**config.mk**
```make
export PLATFORM = sky130hd
export DESIGN_NAME = vcfg_setter
export DESIGN_NICKNAME = d
export VERILOG_FILES = /design/src/rtl/vcfg_pkg.sv /design/src/rtl/vcfg_imm_decode.sv /design/src/rtl/vcfg_legal.sv /design/src/rtl/vcfg_vlmax.sv /design/src/rtl/vcfg_clamp.sv /design/src/rtl/vcfg_setter.sv
export SDC_FILE = /design/constraint.sdc
export NUM_CORES = 1
export LEC_CHECK = 0
export BUFFER_PORTS_ARGS = -buffer_cell sky130_fd_sc_hd__buf_2
export CELL_PAD_IN_SITES_DETAIL_PLACEMENT = 2
export CELL_PAD_IN_SITES_GLOBAL_PLACEMENT = 2
export CORE_MARGIN = 2
export CORE_UTILIZATION = 23
export DETAILED_ROUTE_END_ITERATION = 8
export GPL_TIMING_DRIVEN = 0
export PLACE_DENSITY_LB_ADDON = 0.05
export SLEW_MARGIN = 20
export SYNTH_ARGS = -nofsm -noshare
export SYNTH_HDL_FRONTEND = slang
export SYNTH_SLANG_ARGS = --single-unit
export TNS_END_PERCENT = 100
```
**constraint.sdc**
```tcl
create_clock -name clk -period 4.1 [get_ports clk]
set_input_delay 0.82 -clock clk [delete_from_list [all_inputs] [get_ports clk]]
set_output_delay 0.82 -clock clk [all_outputs]
set_load 0.01 [all_outputs]
```
**src/rtl/vcfg_pkg.sv**
```systemverilog
package vcfg_pkg;

    // Immediate layout
    localparam int IMM_W       = 11;
    localparam int IMM_USED    = 7;
    localparam int SEW_CODE_W  = 3;
    localparam int LMUL_CODE_W = 2;
    localparam int EDIV_CODE_W = 2;
    localparam int LMUL_LSB    = 0;
    localparam int SEW_LSB     = 2;
    localparam int EDIV_LSB    = 5;

    // Smallest element width is 2**SEW_BASE_LOG2 bits
    localparam int SEW_BASE_LOG2 = 3;

    typedef struct packed {
        logic [SEW_CODE_W-1:0]  sew;
        logic [LMUL_CODE_W-1:0] lmul;
        logic [EDIV_CODE_W-1:0] ediv;
    } vtype_t;

endpackage

```
**src/rtl/vcfg_imm_decode.sv**
```systemverilog
module vcfg_imm_decode
    import vcfg_pkg::*;
(
    input  logic [IMM_USED-1:0] imm,
    output vtype_t              vt
);

    always_comb begin
        vt.sew  = imm[SEW_LSB  +: SEW_CODE_W];
        vt.lmul = imm[LMUL_LSB +: LMUL_CODE_W];
        vt.ediv = imm[EDIV_LSB +: EDIV_CODE_W];
    end

endmodule

```
**src/rtl/vcfg_legal.sv**
```systemverilog
module vcfg_legal
    import vcfg_pkg::*;
#(
    parameter int ELEN = 64
) (
    input  vtype_t vt,
    output logic   ok
);

    localparam int ELEN_LOG2 = $clog2(ELEN);

    int sew_log2;

    always_comb begin
        sew_log2 = SEW_BASE_LOG2 + int'(vt.sew);
        // width must fit ELEN, and each sub-element must keep at least one bit
        ok = (sew_log2 <= ELEN_LOG2) && (sew_log2 >= int'(vt.ediv));
    end

endmodule

```
**src/rtl/vcfg_vlmax.sv**
```systemverilog
module vcfg_vlmax
    import vcfg_pkg::*;
#(
    parameter int VLEN = 512,
    parameter int VL_W = 10
) (
    input  vtype_t          vt,
    output logic [VL_W-1:0] vlmax
);

    localparam int MAX_LMUL_LOG2 = (1 << LMUL_CODE_W) - 1;
    localparam int WIDE          = VL_W + MAX_LMUL_LOG2;
    localparam int SH_W          = $clog2(SEW_BASE_LOG2 + (1 << SEW_CODE_W));

    logic [WIDE-1:0] grouped_bits;
    logic [WIDE-1:0] scaled;
    logic [SH_W-1:0] sew_shift;
    logic            unused_scaled_hi;

    always_comb begin
        sew_shift    = SH_W'(SEW_BASE_LOG2) + SH_W'(vt.sew);
        grouped_bits = WIDE'(VLEN) << vt.lmul;
        scaled       = grouped_bits >> sew_shift;
        vlmax        = scaled[VL_W-1:0];
    end

    assign unused_scaled_hi = |scaled[WIDE-1:VL_W];

endmodule

```
**src/rtl/vcfg_clamp.sv**
```systemverilog
module vcfg_clamp #(
    parameter int XLEN = 32,
    parameter int VL_W = 10
) (
    input  logic [XLEN-1:0] avl,
    input  logic [VL_W-1:0] vlmax,
    input  logic            ok,
    output logic [VL_W-1:0] grant
);

    always_comb begin
        if (!ok) begin
            grant = '0;
        end else if (avl < XLEN'(vlmax)) begin
            grant = avl[VL_W-1:0];
        end else begin
            grant = vlmax;
        end
    end

endmodule

```
**src/rtl/vcfg_setter.sv**
```systemverilog
module vcfg_setter
    import vcfg_pkg::*;
#(
    parameter  int VLEN = 512,
    parameter  int ELEN = 64,
    parameter  int XLEN = 32,
    localparam int VL_W = $clog2(VLEN) + 1
) (
    input  logic                   clk,
    input  logic                   rst_n,
    input  logic                   req_valid,
    input  logic [XLEN-1:0]        req_avl,
    input  logic [IMM_W-1:0]       req_imm,
    input  logic                   vstart_wr,
    input  logic [VL_W-1:0]        vstart_val,
    output logic                   rsp_valid,
    output logic                   rsp_illegal,
    output logic [XLEN-1:0]        rsp_vl,
    output logic [VL_W-1:0]        vl,
    output logic [SEW_CODE_W-1:0]  vsew,
    output logic [LMUL_CODE_W-1:0] vlmul,
    output logic [EDIV_CODE_W-1:0] vediv,
    output logic [VL_W-1:0]        vstart
);

    typedef struct packed {
        vtype_t          vt;
        logic [VL_W-1:0] vl;
        logic [VL_W-1:0] vstart;
        logic [XLEN-1:0] rd;
        logic            rsp_valid;
        logic            rsp_illegal;
    } state_t;

    vtype_t          dec_vt;
    logic            cfg_ok;
    logic [VL_W-1:0] vlmax_w;
    logic [VL_W-1:0] grant_w;
    logic            unused_imm_hi;
    state_t          st_d;
    state_t          st_q;

    assign unused_imm_hi = |req_imm[IMM_W-1:IMM_USED];

    vcfg_imm_decode u_dec (
        .imm (req_imm[IMM_USED-1:0]),
        .vt  (dec_vt)
    );

    vcfg_legal #(.ELEN(ELEN)) u_legal (
        .vt (dec_vt),
        .ok (cfg_ok)
    );

    vcfg_vlmax #(.VLEN(VLEN), .VL_W(VL_W)) u_vlmax (
        .vt    (dec_vt),
        .vlmax (vlmax_w)
    );

    vcfg_clamp #(.XLEN(XLEN), .VL_W(VL_W)) u_clamp (
        .avl   (req_avl),
        .vlmax (vlmax_w),
        .ok    (cfg_ok),
        .grant (grant_w)
    );

    always_comb begin
        st_d             = st_q;
        st_d.rsp_valid   = req_valid;
        st_d.rsp_illegal = 1'b0;
        if (vstart_wr) begin
            st_d.vstart = vstart_val;
        end
        if (req_valid) begin
            st_d.rsp_illegal = !cfg_ok;
            st_d.vl          = grant_w;
            st_d.rd          = XLEN'(grant_w);
            if (cfg_ok) begin
                st_d.vt     = dec_vt;
                st_d.vstart = '0;
            end
        end
    end

    always_ff @(posedge clk) begin
        if (!rst_n) begin
            st_q <= '0;
        end else begin
            st_q <= st_d;
        end
    end

    assign rsp_valid   = st_q.rsp_valid;
    assign rsp_illegal = st_q.rsp_illegal;
    assign rsp_vl      = st_q.rd;
    assign vl          = st_q.vl;
    assign vsew        = st_q.vt.sew;
    assign vlmul       = st_q.vt.lmul;
    assign vediv       = st_q.vt.ediv;
    assign vstart      = st_q.vstart;

endmodule

```
==> results.env <==
COUNT_OF_FINAL_SETUP_VIOLATORS=0
DOMINANTREGCELLSYNTH='sky130_fd_sc_hd__dfxtp_1'
WORSTSETUPSTARTPOINTTYPE='input port'
GLOBALROUTEMET2UTIL_PCT=22.6
CTS.REPORTEDPATHS.CLKPINSLEW_NS=0.07
SYNTH_AREA_LEADERS='sky130_fd_sc_hd__dfxtp_1 (29%), sky130_fd_sc_hd__buf_4 (12%), sky130_fd_sc_hd__ha_1 (8.2%)'
MIN_PATH_TYPE='reg2reg'
WORST_PIN_SLEW_NS=0.739
FIN_SETUP_TNS_NS=0
SYNTHESIS.AREA_SQ_UM=1970
GRT_UTIL_MET3_PCT=3.18
REQUIRED_TIME_WORST_ENDPOINT_NS=4.30
WORST_SETUP_PATH_END_KIND='register'
CTS_RESIZED=0
YOSYSTOPAREACELL='sky130_fd_sc_hd__dfxtp_1'
SHARE_OF_LAYOUT_CELLS_ABOVE_DRIVE_STRENGTH_1_PCT=38.4
NETSWITCHINGPOWER_uW=221
SYNTH_AREA_PER_CELL_SQ_UM=8.23
TIMING.REG2REG.SETUP_SLACK_NS=3.48
FP.DIEAREA_SQ_UM=9340
CTS_MADE_BUFFERS=5
VDD_IR_DROP_MAX_uV=104
MIN_FROM='vediv[0]'
FIN_SKEW_NS=0
CRIT-REG2REG-CAPTURE='vl[1]'
MIN_TO='vediv[0]'
ANTENNA-DIODE-COUNT=0
H-TREE-DEPTH=2
SYNTH_CELL_TYPES=42
PLACED_CELL_AREA_SQ_UM=2630
GRT_UTIL_ALL_LAYERS_PCT=13.4
WORST_PATH_LARGEST_CELL_DELAY_NS=0.38
NETLIST_INSTANCES=240
DIE_HEIGHT_UM=96.7
CELLLEAKAGEPOWER_uW=0.00133
PORT-BUFFER-COUNT=88
DRT.ANTENNA.VIOLATING_NETS=0
SYNTHMOSTINSTANTIATEDCELL='sky130_fd_sc_hd__buf_4'
ROUTE.VIAS.TOTAL=2061
CLOCK-ROOT-BUFFER='sky130_fd_sc_hd__clkbuf_8'
PWR-SHARE-COMB_PCT=22.4
CLOCK_LATENCY_AT_THE_LATER_PIN_OF_THE_WORST_SKEW_PAIR_NS=0.28
NUMBER_OF_GLOBAL_ROUTE_VIAS_BEFORE_REPAIR=2114
P_INT_uW=567
DIE-WIDTH_UM=96.7
SYNTH_EDF_COUNT=0
DETAILEDROUTE.FIRSTPASSITERATIONCOUNT=4
DRT_DRC_VIOLATIONS_LEFT=0
AREA_GROWTH_FROM_SYNTHESIS_TO_FINAL_LAYOUT_PCT=38.8
ANTENNA_FOUND_INITIAL=0
FP-ROW-COUNT=33
MAX_FREQ_MHz=299
YS.WARNINGS.COUNT=0
GRT_FIRST_PASS_WIRELENGTH_UM=10400
SHARE_SEQ_OF_TOTAL_POWER_PCT=38.1
POST-CTS-SETUP-BUFFERS=0
INITIAL_CORE_UTIL_PCT=23.9
CLK_PATH_BUF_DEPTH=2
SYNTH.YOSYS.SEQ_AREA_SHARE_PCT=29.4
SYNTH_TOP_CELL_AREA_SHARE_PCT=29.4
TIMING.MAX_CAP.VIOLATIONS=0
WORST_PATH_MAX_DELAY_CELL='sky130_fd_sc_hd__a311o_1'
CRIT_ARRIVAL_NS=3.55
HOLD_BUFFERS_POST_CTS=0
GRT_SETUP_UNREPAIRED='no'
DP_HPWL_UM=5100
CELL_AREA_AFTER_LAYOUT_SQ_UM=2740
SLEW_VIOL_FINAL=0
FILLERS=1000
AREA_OF_THE_MULTI_INPUT_GATES_SQ_UM=1110
SW_FRAC_OF_TOTAL_PCT=28.1
WL_PER_CELL_UM=13.2
RR_WORST_DEPTH=2
ROUTED_WIRELENGTH_UM=6100
YS_FF_LATCH=29
LAYOUT_WORST_PATH_CYCLE_SHARE_PCT=81.7
SLEW_HEADROOM_PCT=50.8
TIMING.RR.START='vl[1]'
GLOBAL_ROUTE.PEAK_USAGE_LAYER='met2'
NUM_IO_PINS=118
GR-TOTAL-OVERFLOW=0
TIME_THE_WORST_PATH_NEEDS_WITH_I_O_DELAYS_AND_SETUP_NS=3.35
GPL.FINAL_WEIGHTED_CONGESTION=0.761
CRIT_CHAIN='buf_2 > buf_2 > nor3b_1 > o21ba_2 > o32ai_1 > inv_1 > ha_1 > a21oi_1 > o21ai_0 > a311o_1 > buf_6 > or2_1 > buf_6 > o31ai_4'
NETLIST_TOP_CELLS_COUNT='sky130_fd_sc_hd__buf_4 (32), sky130_fd_sc_hd__dfxtp_1 (29), sky130_fd_sc_hd__nand2_1 (25), sky130_fd_sc_hd__inv_1 (15), sky130_fd_sc_hd__nor2_1 (15)'
PWR_DENSITY_CELL_nW_PER_UM2=288
CLOCK_NETWORK_FRACTION_OF_DESIGN_POWER_PCT=39.5
HOLD_DEPTH=2
LARGEST_NET_DEGREE_AT_THE_START_OF_GLOBAL_ROUTING=11
CLOCK-SINKS=29
DRTITER0DRC=26
CRITPATHMAXFANOUT=10
RUN_STATUS='complete, no violations'
HOLD_VIOL_FINAL=0
ASYNC_FLOP_SHARE_PCT=0
GRT.MET1_USAGE_PCT=17.0
DESIGN.FINAL.NETS=426
PLACEABLECOREAREA_SQ_UM=8260
VIA_PER_INST=4.46
CTS_TREE='built'
CRIT_TYPE='in2reg'
REGAREA_SQ_UM=581
[critical path: cells and delay by family]
kind                       cells  cell delay [ns]
AOI/OAI and AO/OA              6             1.30
buffers and inverters          5             0.68
and+or+nand+nor                2             0.45
adders and majority gates      1             0.31
[worst max-delay path by stage]
stage	from	endpoint	slack [ns]	cells after the start
2_1_floorplan	req_imm[4]	vl[0]	0.94	13
3_3_place_gp	req_imm[4]	vl[0]	0.46	14
3_5_place_dp	req_imm[4]	vl[0]	0.45	14
4_1_cts	req_imm[4]	vl[0]	0.73	14
5_1_grt	req_imm[4]	vl[2]	0.52	14
6_report	req_imm[4]	vl[0]	0.75	14
[power by group through the flow]
stage / clock network [uW] / logic, uW / registers, uW
final: 312 / 177 / 300
after global placement: 0 / 176 / 307
after CTS: 328 / 180 / 300
after floorplan: 0 / 103 / 313
after detailed placement: 0 / 179 / 307
after global routing: 340 / 202 / 302
[sequential cells by signal (all words and copies together), names as in the netlist]
name	count
vl	10
rsp_illegal	1
vediv	2
vlmul	2
vsew	3
vstart	10
rsp_valid	1
[cell type report]
type	count	share of cell area, %
timing repair buffer	88	16.1
multi-input combinational	172	40.5
inverter	15	2.05
buffer	45	11.2
clock inverter	1	1.10
clock buffer	7	3.15
sequential	29	21.2
tap	105	4.79
[layer usage]
metal  up-vias  part of all wire (%)
li1       1025                     -
met1       969                    46
met2        61                    48
met3         6                   5.5
met4         0                   1.2
met5         -                     0
[layout by cell type, fill, tap and decap left out, types with 2 or more instances in the layout]
cell type	netlist	final
sky130_fd_sc_hd__a21oi_1	3	3
sky130_fd_sc_hd__and2_1	2	2
sky130_fd_sc_hd__buf_1	2	2
sky130_fd_sc_hd__buf_2	2	90
sky130_fd_sc_hd__buf_4	32	32
sky130_fd_sc_hd__buf_6	2	2
sky130_fd_sc_hd__clkbuf_1	7	8
sky130_fd_sc_hd__clkbuf_8	0	6
sky130_fd_sc_hd__conb_1	1	22
sky130_fd_sc_hd__dfxtp_1	29	29
sky130_fd_sc_hd__ha_1	13	13
sky130_fd_sc_hd__inv_1	15	15
sky130_fd_sc_hd__mux2i_1	11	11
sky130_fd_sc_hd__nand2_1	25	25
sky130_fd_sc_hd__nand2b_1	6	6
sky130_fd_sc_hd__nand3_1	9	9
sky130_fd_sc_hd__nand4_1	7	7
sky130_fd_sc_hd__nor2_1	15	15
sky130_fd_sc_hd__nor3_1	6	6
sky130_fd_sc_hd__nor4_1	5	5
sky130_fd_sc_hd__o2111ai_1	9	9
sky130_fd_sc_hd__o211ai_1	9	9
sky130_fd_sc_hd__o21ai_0	9	9
sky130_fd_sc_hd__o31ai_4	2	2
[cell families (layout without fill, tap and decap cells)]
logic type | count (synthesis) | count (layout) | share of synthesized area, %
buf+inv | 60 | 156 | 18.4
mux | 11 | 11 | 5.58
fa+ha+maj | 13 | 13 | 8.24
compound gates | 43 | 43 | 17.5
other cells | 1 | 22 | 0.190
simple gates | 82 | 82 | 20.3
xor+xnor | 1 | 1 | 0.444
flops | 29 | 29 | 29.4
[through the flow]
step	setup WS [ns]	instances	total power, uW	util (%)	hold WS (ns)
floorplan	0.940	261	416	-	0.479
global placement	0.463	454	482	31.8	0.450
detailed placement	0.446	454	486	31.8	0.453
CTS	0.727	462	809	33.2	0.469
global route	0.523	462	843	33.2	0.514
finish	0.751	462	789	33.2	0.461
No activity file was read; power rests on OpenSTA's default activity.
